**src/rtl/kps_pkg.sv**
```systemverilog
package kps_pkg;
  typedef enum logic [1:0] {ST_IDLE, ST_ROW, ST_WAIT} scan_st_t;
endpackage

```
**src/rtl/kps_col_filter.sv**
```systemverilog
module kps_col_filter #(
  parameter int FILT_CYC = 25
) (
  input  logic clk,
  input  logic rst,
  input  logic filt_en,
  input  logic col_raw,
  output logic col_f
);
  localparam int CW = $clog2(FILT_CYC + 1);

  logic          s1_q, s2_q;
  logic [CW-1:0] run_q;

  always_ff @(posedge clk) begin
    if (rst) begin
      s1_q  <= 1'b1;
      s2_q  <= 1'b1;
      col_f <= 1'b1;
      run_q <= '0;
    end else begin
      s1_q <= col_raw;
      s2_q <= s1_q;
      if (!filt_en) begin
        col_f <= s2_q;
        run_q <= '0;
      end else if (s2_q == col_f) begin
        run_q <= '0;
      end else if (run_q == CW'(FILT_CYC - 1)) begin
        col_f <= s2_q;
        run_q <= '0;
      end else begin
        run_q <= run_q + 1'b1;
      end
    end
  end
endmodule

```
**src/rtl/kps_scan_ctrl.sv**
```systemverilog
module kps_scan_ctrl
  import kps_pkg::*;
#(
  parameter int ROWS     = 8,
  parameter int COLS     = 8,
  parameter int SETTLE   = 4,
  parameter int FILT_CYC = 25,
  parameter int W1_SLOW  = 6,
  parameter int W2_SLOW  = 8,
  parameter int W1_FAST  = 3,
  parameter int W2_FAST  = 4,
  parameter int TICK_W   = 8
) (
  input  logic                 clk,
  input  logic                 rst,
  input  logic                 ms_tick,
  input  logic                 fast_db,
  input  logic                 filt_en,
  input  logic                 hold,
  input  logic [COLS-1:0]      col_f,
  output logic [ROWS-1:0]      row_drv,
  output logic                 scan_idle,
  output logic                 commit,
  output logic [ROWS*COLS-1:0] diff,
  output logic [ROWS*COLS-1:0] new_mat
);
  localparam int N     = ROWS * COLS;
  localparam int RW    = $clog2(ROWS);
  localparam int CNT_W = $clog2(SETTLE + FILT_CYC + 1);
  localparam logic [ROWS-1:0] FIRST_ROW = {{(ROWS-1){1'b1}}, 1'b0};

  scan_st_t          st_q;
  logic [1:0]        pass_q;
  logic [RW-1:0]     row_q;
  logic [CNT_W-1:0]  cnt_q;
  logic [TICK_W-1:0] tick_q;
  logic [N-1:0]      cur_q, ref_q, held_q, cur_nx;
  logic              agree_q;
  logic [COLS-1:0]   exp_col;
  logic [CNT_W-1:0]  settle_lim;
  logic [TICK_W-1:0] wait_lim;

  assign scan_idle  = (st_q == ST_IDLE);
  assign new_mat    = held_q;
  assign settle_lim = filt_en ? CNT_W'(SETTLE + FILT_CYC) : CNT_W'(SETTLE);
  assign wait_lim   = (pass_q == 2'd0) ? (fast_db ? TICK_W'(W1_FAST) : TICK_W'(W1_SLOW))
                                       : (fast_db ? TICK_W'(W2_FAST) : TICK_W'(W2_SLOW));

  // Column picture expected in standby for the confirmed matrix
  always_comb begin
    for (int c = 0; c < COLS; c++) exp_col[c] = ~|held_q[c*ROWS +: ROWS];
  end

  // Merge the current row into the pass matrix; one key per column,
  // the confirmed key of a column keeps precedence
  always_comb begin
    cur_nx = cur_q;
    for (int c = 0; c < COLS; c++) begin
      if (!col_f[c]) begin
        if (held_q[c*ROWS + int'(row_q)]) begin
          cur_nx[c*ROWS +: ROWS]       = '0;
          cur_nx[c*ROWS + int'(row_q)] = 1'b1;
        end else if (cur_q[c*ROWS +: ROWS] == '0) begin
          cur_nx[c*ROWS + int'(row_q)] = 1'b1;
        end
      end
    end
  end

  always_ff @(posedge clk) begin
    if (rst) begin
      st_q    <= ST_IDLE;
      row_drv <= '0;
      pass_q  <= '0;
      row_q   <= '0;
      cnt_q   <= '0;
      tick_q  <= '0;
      cur_q   <= '0;
      ref_q   <= '0;
      held_q  <= '0;
      agree_q <= 1'b1;
      diff    <= '0;
      commit  <= 1'b0;
    end else begin
      commit <= 1'b0;
      unique case (st_q)
        ST_IDLE: begin
          row_drv <= '0;
          if (cnt_q < settle_lim) begin
            cnt_q <= cnt_q + 1'b1;
          end else if (!hold && (col_f != exp_col)) begin
            st_q    <= ST_ROW;
            pass_q  <= '0;
            row_q   <= '0;
            cnt_q   <= '0;
            cur_q   <= '0;
            agree_q <= 1'b1;
            row_drv <= FIRST_ROW;
          end
        end
        ST_ROW: begin
          if (cnt_q < settle_lim) begin
            cnt_q <= cnt_q + 1'b1;
          end else begin
            cnt_q <= '0;
            cur_q <= cur_nx;
            if (row_q == RW'(ROWS - 1)) begin
              row_drv <= '0;
              tick_q  <= '0;
              if (pass_q == 2'd0) begin
                ref_q <= cur_nx;
                st_q  <= ST_WAIT;
              end else if (pass_q == 2'd1) begin
                agree_q <= agree_q && (cur_nx == ref_q);
                st_q    <= ST_WAIT;
              end else begin
                st_q <= ST_IDLE;
                if (agree_q && (cur_nx == ref_q) && (cur_nx != held_q)) begin
                  held_q <= cur_nx;
                  diff   <= cur_nx ^ held_q;
                  commit <= 1'b1;
                end
              end
            end else begin
              row_q   <= row_q + 1'b1;
              row_drv <= {row_drv[ROWS-2:0], 1'b1};
            end
          end
        end
        ST_WAIT: begin
          row_drv <= '0;
          if (ms_tick) begin
            if (tick_q == wait_lim - 1'b1) begin
              st_q    <= ST_ROW;
              pass_q  <= pass_q + 1'b1;
              row_q   <= '0;
              cnt_q   <= '0;
              cur_q   <= '0;
              row_drv <= FIRST_ROW;
            end else begin
              tick_q <= tick_q + 1'b1;
            end
          end
        end
        default: st_q <= ST_IDLE;
      endcase
    end
  end
endmodule

```
**src/rtl/kps_event_gen.sv**
```systemverilog
module kps_event_gen #(
  parameter int N      = 64,
  parameter int CODE_W = 6
) (
  input  logic              clk,
  input  logic              rst,
  input  logic              load,
  input  logic [N-1:0]      diff,
  input  logic [N-1:0]      newm,
  output logic              busy,
  output logic              evt_valid,
  output logic [CODE_W-1:0] evt_code,
  output logic              evt_press
);
  logic [N-1:0]      pend_q, state_q;
  logic [CODE_W-1:0] low_idx;
  logic              found;

  assign busy = load | (|pend_q);

  always_comb begin
    low_idx = '0;
    found   = 1'b0;
    for (int i = 0; i < N; i++) begin
      if (pend_q[i] && !found) begin
        low_idx = CODE_W'(i);
        found   = 1'b1;
      end
    end
  end

  always_ff @(posedge clk) begin
    if (rst) begin
      pend_q    <= '0;
      state_q   <= '0;
      evt_valid <= 1'b0;
      evt_code  <= '0;
      evt_press <= 1'b0;
    end else begin
      evt_valid <= 1'b0;
      if (load) begin
        pend_q  <= diff;
        state_q <= newm;
      end else if (found) begin
        evt_valid        <= 1'b1;
        evt_code         <= low_idx;
        evt_press        <= state_q[low_idx];
        pend_q[low_idx]  <= 1'b0;
      end
    end
  end
endmodule

```
**src/rtl/keypad_scanner.sv**
```systemverilog
module keypad_scanner #(
  parameter int ROWS     = 8,
  parameter int COLS     = 8,
  parameter int SETTLE   = 4,
  parameter int FILT_CYC = 25,
  parameter int W1_SLOW  = 6,
  parameter int W2_SLOW  = 8,
  parameter int W1_FAST  = 3,
  parameter int W2_FAST  = 4,
  parameter int TICK_W   = 8
) (
  input  logic                           clk,
  input  logic                           rst,
  input  logic                           ms_tick,
  input  logic                           fast_db,
  input  logic                           filt_en,
  input  logic                           queue_busy,
  input  logic [COLS-1:0]                col_in,
  output logic [ROWS-1:0]                row_drv,
  output logic                           evt_valid,
  output logic [$clog2(ROWS*COLS)-1:0]   evt_code,
  output logic                           evt_press
);
  localparam int N      = ROWS * COLS;
  localparam int CODE_W = $clog2(N);

  logic [COLS-1:0] col_f;
  logic [N-1:0]    diff, new_mat;
  logic            commit, gen_busy, scan_idle;

  for (genvar c = 0; c < COLS; c++) begin : g_filt
    kps_col_filter #(.FILT_CYC(FILT_CYC)) i_filt (
      .clk    (clk),
      .rst    (rst),
      .filt_en(filt_en),
      .col_raw(col_in[c]),
      .col_f  (col_f[c])
    );
  end

  kps_scan_ctrl #(
    .ROWS(ROWS), .COLS(COLS), .SETTLE(SETTLE), .FILT_CYC(FILT_CYC),
    .W1_SLOW(W1_SLOW), .W2_SLOW(W2_SLOW), .W1_FAST(W1_FAST), .W2_FAST(W2_FAST),
    .TICK_W(TICK_W)
  ) i_scan (
    .clk      (clk),
    .rst      (rst),
    .ms_tick  (ms_tick),
    .fast_db  (fast_db),
    .filt_en  (filt_en),
    .hold     (queue_busy | gen_busy),
    .col_f    (col_f),
    .row_drv  (row_drv),
    .scan_idle(scan_idle),
    .commit   (commit),
    .diff     (diff),
    .new_mat  (new_mat)
  );

  kps_event_gen #(.N(N), .CODE_W(CODE_W)) i_evt (
    .clk      (clk),
    .rst      (rst),
    .load     (commit),
    .diff     (diff),
    .newm     (new_mat),
    .busy     (gen_busy),
    .evt_valid(evt_valid),
    .evt_code (evt_code),
    .evt_press(evt_press)
  );
endmodule

```
**config.mk**
```make
export PLATFORM = sky130hd
export DESIGN_NAME = keypad_scanner
export DESIGN_NICKNAME = d
export VERILOG_FILES = /design/src/rtl/kps_pkg.sv /design/src/rtl/kps_col_filter.sv /design/src/rtl/kps_scan_ctrl.sv /design/src/rtl/kps_event_gen.sv /design/src/rtl/keypad_scanner.sv
export SDC_FILE = /design/constraint.sdc
export NUM_CORES = 1
export LEC_CHECK = 0
export ABC_AREA = 1
export CELL_PAD_IN_SITES_DETAIL_PLACEMENT = 0
export CELL_PAD_IN_SITES_GLOBAL_PLACEMENT = 1
export CORE_MARGIN = 2
export CORE_UTILIZATION = 29
export DETAILED_ROUTE_END_ITERATION = 8
export HOLD_SLACK_MARGIN = 0.12
export PLACE_DENSITY = 0.65
export SYNTH_ARGS = -nofsm -noshare
export SYNTH_HDL_FRONTEND = slang
export SYNTH_HIERARCHICAL = 1
export SYNTH_SLANG_ARGS = --single-unit
```
**constraint.sdc**
```tcl
create_clock -name clk -period 5.3 [get_ports clk]
set_clock_uncertainty 0.05 [all_clocks]
set_input_delay 1.59 -clock clk [delete_from_list [all_inputs] [get_ports clk]]
set_output_delay 1.59 -clock clk [all_outputs]
set_load 0.01 [all_outputs]
```
==> flow_metrics.py, run 1 <==
metrics = {
    "finish": {
        "area_growth_pct": 14.0,
        "stdcell_count": 5311,
        "diodes": 0,
        "final_core_util_pct": 33.4,
        "final_nets": 4143,
        "fillCellCount": 9784,
        "fin_area_um2": 29500,
        "layout-drive-gt1-share_pct": 7.36,
    },
    "clock_tree": {
        "clock_latency_ns": 0.63,
        "path_clk_slew_ns": 0.06,
        "numCtsBuffers": 58,
        "cts_resized": 0,
        "numClockSinks": 486,
        "cts_tree": "done",
        "root_buffer": "clkbuf_16",
        "htreeDepth": 2,
        "cts_hold_buf": 0,
        "post-cts-setup-buffers": 0,
        "clockBufferDepth": 3,
    },
    "global_routing": {
        "track_usage_pct": 19.7,
        "antenna_found_initial": 0,
        "grt_pass1_vias": 23200,
        "grt_pass1_wl_um": 141000,
        "grt-ovfl-total": 0,
        "grt_max_degree": 121,
    },
    "power_and_ir_drop": {
        "pwr-share-seq_pct": 41.0,
        "p_switching_w": 0.00266,
        "irDropWorstVdd_mv": 0.321,
        "clock_power_share_pct": 45.6,
        "power_switching_share_pct": 29.0,
        "power_leakage_nw": 13.6,
        "pwr-share-comb_pct": 13.4,
        "cellPowerDensity_nw_per_um2": 310,
        "internal_power_w": 0.00650,
    },
    "synth": {
        "netlist_instances": 4103,
        "synth_top_family_by_area": "simple AND/OR/NAND/NOR gates",
        "synth_edf_count": 0,
        "syn-num-nets": 4145,
        "synth-compound-area-share_pct": 9.18,
        "synth_warnings": 6,
        "ys_types": 47,
        "synth_flop_cell": "dfxtp_1",
        "synth_top_cell_by_area": "dfxtp_1",
        "synth_seq_cells": 486,
        "ys_seq_area_share_pct": 37.6,
        "synthMostInstantiatedCell": "nand2_1",
        "muxShareOfSynthArea_pct": 0,
        "synthAdderAreaFrac_pct": 1.35,
        "synthXorXnorAreaFrac_pct": 1.62,
        "synth_area_leaders": "dfxtp_1 (38%), nand2_1 (18%), nor2_1 (8.1%), nand3_1 (7.6%), inv_1 (7.4%)",
        "synth-simple-area-share_pct": 39.5,
        "synthArstFlopShare_pct": 0,
        "syn_area_per_cell_um2": 6.31,
        "synthTopCellsByCount": "nand2_1 (1,250), nor2_1 (562), inv_1 (514), dfxtp_1 (486), nand3_1 (394)",
        "synth_area_um2": 25900,
        "netlist.area_leader.share_pct": 37.6,
    },
    "drt": {
        "maxUsedRoutingLayer": "met4",
        "drt_iter0_drc": 1829,
        "wl_met3_um": 4660,
        "dr.pass1.iters": 7,
        "wl_met1_um": 44600,
        "route.met2.wl_um": 39000,
        "routedWlPerCell_um": 17.1,
        "viasPerCell": 4.67,
        "antenna_left": 0,
        "routed_wl_um": 90600,
        "drc": 0,
        "vias": 24800,
    },
    "timing": {
        "min_period_ns": 4.28,
        "post-route-period-util_pct": 80.8,
        "max_freq_ghz": 0.233,
        "slew_viol_final": 0,
        "setup-violations-final": 0,
        "worst_slew_pin_slew_ns": 0.970,
        "maxSlewHeadroom_pct": 34.5,
        "hold_violations": 0,
        "tns_ns": 0,
        "rsz0062_at_grt": "no",
        "fin_ws_ns": 1.02,
    },
    "status": {
        "status": "finished, final reports clean",
    },
    "place": {
        "post-dp-hpwl_um": 65800,
        "placed_cells": 5206,
        "place_ws_ns": 0.714,
        "io_buffers": 29,
        "place.gp.congestion": 0.863,
        "placedInstanceArea_um2": 27600,
    },
    "die": {
        "dieArea_um2": 91700,
        "die_x_um": 303,
        "num_rows": 109,
        "dieHeight_um": 303,
        "io_pins": 30,
        "coreArea_um2": 88500,
        "initial_utilization_pct": 29.3,
    },
    "run": {
        "max_cap_viol_count": 0,
    },
    "worst_setup_path": {
        "crit_arrival_ns": 4.72,
        "required_ns": 5.74,
        "path_max_fanout": 29,
        "r2r_slack_ns": 1.02,
        "worstSetupPathType": "register to register",
        "critPathLaunchType": "register",
        "setup.worst_path.end_class": "register",
    },
    "min_path": {
        "min_path_type": "register to register",
    },
}
[stage by stage]
| step | total power, W | hold WS, ns |
|---|---|---|
| 3_3_place_gp | 0.00507 | 0.344 |
| 4_1_cts | 0.00929 | 0.360 |
| 6_report | 0.00916 | 0.357 |
| 5_1_grt | 0.00955 | 0.388 |
| 2_1_floorplan | 0.00460 | 0.339 |
| 3_5_place_dp | 0.00506 | 0.346 |
[flip-flops by register name, summed over array words and instances (netlist names), 2 cells and up]
register	count
i_scan/cur_q	64
i_scan/st_q	2
i_scan/pass_q	2
g_filt.i_filt/run_q	40
i_scan/tick_q	8
g_filt.i_filt/s1_q	8
i_evt/pend_q	64
i_scan/row_q	3
g_filt.i_filt/col_f	8
i_scan/new_mat	64
i_evt/state_q	64
i_scan/cnt_q	5
i_evt/evt_code	6
i_scan/row_drv	8
g_filt.i_filt/s2_q	8
i_scan/ref_q	64
i_scan/diff	64
[cell type report]
class | instances | area [µm²] | share of cell area [%]
multi-input combinational | 2922 | 13400 | 45.4
sequential | 486 | 9730 | 32.9
inverter | 529 | 1990 | 6.74
clock buffer | 85 | 1750 | 5.94
tap | 1165 | 1460 | 4.93
timing repair buffer | 104 | 958 | 3.24
clock inverter | 20 | 234 | 0.792
[final timing paths]
path                              start                     to  cells past startpoint
hold / removal    g_filt[4].i_filt/s1_q  g_filt[4].i_filt/s2_q                      1
setup reg to reg        i_scan/row_q[2]        i_scan/diff[21]                     21
setup / recovery        i_scan/row_q[2]        i_scan/diff[21]                     21
hold reg to reg   g_filt[4].i_filt/s1_q  g_filt[4].i_filt/s2_q                      1
[logic make-up (layout without fill, tap and decap cells)]
kind of cell / count (synthesis) / in the layout
adders and majority gates: 28 / 28
DFF: 486 / 486
AOI/OAI and AO/OA: 438 / 438
buffers and inverters: 695 / 738
and+or+nand+nor: 2408 / 2408
xor gates and xnor gates: 48 / 48
[worst max-delay path, stage by stage (launching register included)]
cell,delay (ns)
dfxtp_1,0.68
inv_2,0.14
nor2_2,0.27
buf_4,0.23
nand3_1,0.09
nand2_1,0.11
o21ai_2,0.14
nand2_1,0.14
nand2_1,0.14
nand2_1,0.09
nand2_1,0.15
nor2_1,0.32
nand2_1,0.09
nor2_1,0.10
nand2_1,0.10
nor2_2,0.16
nand2_1,0.10
nor2_4,0.17
nand3_4,0.28
buf_12,0.27
nor2_1,0.23
nor2_1,0.08
[power by group through the flow]
stage	clock network (W)	registers (W)	logic [W]
2_1_floorplan	0	0.00383	0.000767
3_3_place_gp	0	0.00384	0.00123
3_5_place_dp	0	0.00384	0.00122
4_1_cts	0.00431	0.00376	0.00122
5_1_grt	0.00445	0.00377	0.00133
6_report	0.00418	0.00376	0.00123
[layer usage]
| layer | track usage [%] | vias up |
|---|---|---|
| li1 | - | 12900 |
| met1 | 28.5 | 11200 |
| met2 | 30.8 | 613 |
| met3 | 2.34 | 129 |
| met4 | 5.24 | 0 |
| met5 | 0 | - |
[layout by cell type (no fill, tap or decap), types with 3 or more instances in the layout]
cell,count
nand2_1,1250
nor2_1,561
inv_1,513
dfxtp_1,485
nand3_1,394
a21oi_1,276
o21ai_0,89
buf_4,67
clkbuf_16,59
nand4_1,51
nor2_2,44
xor2_1,39
nor3_1,28
clkdlybuf4s50_1,28
ha_1,27
o211ai_1,27
nand2_2,19
clkbuf_8,18
or2_2,17
inv_2,14
o21ai_1,13
clkinv_2,12
nor2_4,11
xnor2_1,9
clkbuf_1,8
nand3b_4,8
nand3b_1,8
a211oi_1,8
o41ai_1,8
buf_12,8
o2111ai_1,7
bufinv_16,5
nor4_1,3
o21ai_2,3
nand3_2,3
No activity file was read; power rests on OpenSTA's default activity.
==> inputs of run 2 (changes only) <==
==> constraint.sdc (replaced) <==
create_clock -name clk -period 4.4 [get_ports clk]
set_clock_uncertainty 0.05 [all_clocks]
set_input_delay 1.32 -clock clk [delete_from_list [all_inputs] [get_ports clk]]
set_output_delay 1.32 -clock clk [all_outputs]
set_load 0.01 [all_outputs]
==> flow_metrics.py, run 2 (same netlist as run 1, synthesis figures left out) <==
metrics = {
    "status": {
        "status": "finished, final reports clean",
    },
    "finish": {
        "final_common_cell": "nand2_1",
        "final_nets": 4170,
        "diodes": 0,
        "layout-drive-gt1-share_pct": 7.82,
        "stdcell_count": 5334,
        "final_cell_mix": "nand2_1 (1,249), nor2_1 (561), inv_1 (512)",
        "area_growth_pct": 14.9,
    },
    "clock_tree": {
        "path_clk_slew_ns": 0.06,
        "clock_latency_ns": 0.62,
        "cts_hold_buf": 0,
        "root_buffer": "clkbuf_16",
        "cts_tree": "done",
        "numClockSinks": 486,
        "htreeDepth": 2,
        "numCtsBuffers": 57,
        "clockBufferDepth": 3,
    },
    "timing": {
        "slew_viol_final": 0,
        "maxSlewHeadroom_pct": 32.9,
        "setup-violations-final": 0,
        "post-route-period-util_pct": 92.5,
        "worst_slew_pin_slew_ns": 1.01,
        "min_period_ns": 4.07,
        "rsz0062_at_grt": "no",
        "timing.hold.ws_ns": 0.357,
        "hold_violations": 0,
        "max_freq_ghz": 0.246,
        "tns_ns": 0,
    },
    "power_and_ir_drop": {
        "irDropWorstVdd_mv": 0.302,
        "p_switching_w": 0.00316,
        "clock_power_share_pct": 45.1,
        "pwr-share-seq_pct": 41.1,
        "power_switching_share_pct": 28.7,
        "cellPowerDensity_nw_per_um2": 370,
        "pwr-share-comb_pct": 13.8,
        "power_leakage_nw": 13.8,
        "internal_power_w": 0.00786,
    },
    "place": {
        "place.gp.congestion": 0.891,
        "post-dp-hpwl_um": 64500,
        "placed_cells": 5234,
        "io_buffers": 29,
    },
    "die": {
        "coreArea_um2": 88500,
        "dieHeight_um": 303,
        "dieArea_um2": 91700,
        "num_rows": 109,
        "die_x_um": 303,
        "initial_utilization_pct": 29.3,
        "io_pins": 30,
    },
    "global_routing": {
        "antenna_found_initial": 0,
        "track_usage_pct": 19.3,
        "grt_pass1_wl_um": 139000,
        "grt-ovfl-total": 0,
        "grt_pass1_vias": 22900,
        "grt_max_degree": 171,
    },
    "drt": {
        "routedWlPerCell_um": 16.7,
        "antenna_left": 0,
        "vias": 24600,
        "dr.pass1.iters": 8,
        "viasPerCell": 4.61,
        "drt_iter0_drc": 1881,
        "drc": 0,
        "routed_wl_um": 89100,
    },
    "worst_setup_path": {
        "crit_arrival_ns": 4.57,
        "setup.worst_path.end_class": "register",
        "worstSetupPathType": "register to register",
        "critPathLaunchType": "register",
        "path_max_fanout": 31,
        "required_ns": 4.90,
    },
    "min_path": {
        "min_path_type": "register to register",
    },
    "run": {
        "max_cap_viol_count": 0,
    },
}
==> run 2: stage by stage <==
step           worst slack [ns]  area, µm²  total power (W)  utilization, %
4_1_cts                   0.262      29800           0.0112            33.6
6_report                  0.329      29800           0.0110            33.6
2_1_floorplan             0.950      25900          0.00554               -
3_5_place_dp             0.0885      27800          0.00615            31.4
3_3_place_gp              0.194      27800          0.00614            31.4
5_1_grt                  0.0132      29800           0.0115            33.6
==> run 2: final cells by class <==
cell class	instances	area (µm²)
clock buffer	83	1660
clock inverter	17	274
fill	9736	58700
inverter	529	1990
multi-input combinational	2922	13400
sequential	486	9730
tap	1165	1460
timing repair buffer	132	1230
==> run 2: final timing paths <==
kind / from / to / slack, ns / depth (start not counted)
worst max-delay path: i_scan/row_q[1] / i_scan/new_mat[57] / 0.33 / 23
worst min-delay path: g_filt[4].i_filt/s1_q / g_filt[4].i_filt/s2_q / 0.36 / 1
worst max register to register: i_scan/row_q[1] / i_scan/new_mat[57] / 0.33 / 23
worst min register to register: g_filt[4].i_filt/s1_q / g_filt[4].i_filt/s2_q / 0.36 / 1
==> run 2: worst max-delay path, cell delays in order, from the launching register on <==
cell and delay (ns):
dfxtp_1 0.38, buf_4 0.22, nor2_2 0.48, nand3_1 0.17
nand2_1 0.14, nor2_1 0.08, nand2_2 0.17, nand2_1 0.10
nand2_1 0.29, nand2_1 0.10, nand2_1 0.17, nor2_1 0.06
nand2_1 0.05, nor2_1 0.04, nand2_1 0.06, nor2_1 0.04
buf_4 0.14, nand3_2 0.15, buf_4 0.18, inv_1 0.07
nor2_4 0.41, buf_12 0.26, nor2_1 0.06, nor2_1 0.10
==> run 2: power groups by stage <==
stage | Sequential [W] | Combinational, W | Clock [W]
final | 0.00453 | 0.00152 | 0.00497
after CTS | 0.00453 | 0.00152 | 0.00514
after global routing | 0.00454 | 0.00165 | 0.00529
after floorplan | 0.00461 | 0.000924 | 0
after global placement | 0.00463 | 0.00151 | 0
after detailed placement | 0.00463 | 0.00152 | 0
==> run 2: per-layer routing <==
layer  vias to the layer above  routed length [µm]  global-route usage, %
met5                         -                   0                      0
met4                         0                1800                   4.13
met3                       102                3980                   2.51
met2                       453               38900                   30.5
met1                     11100               44300                   28.0
li1                      12900                   -                      -
==> run 2: repair_timing <==
| action | 4_1_cts | 5_1_grt |
|---|---|---|
| buffers inserted | 0 | 0 |
| endpoints found under the setup margin | 0 | 8 |
| gates resized for setup | 0 | 3 |
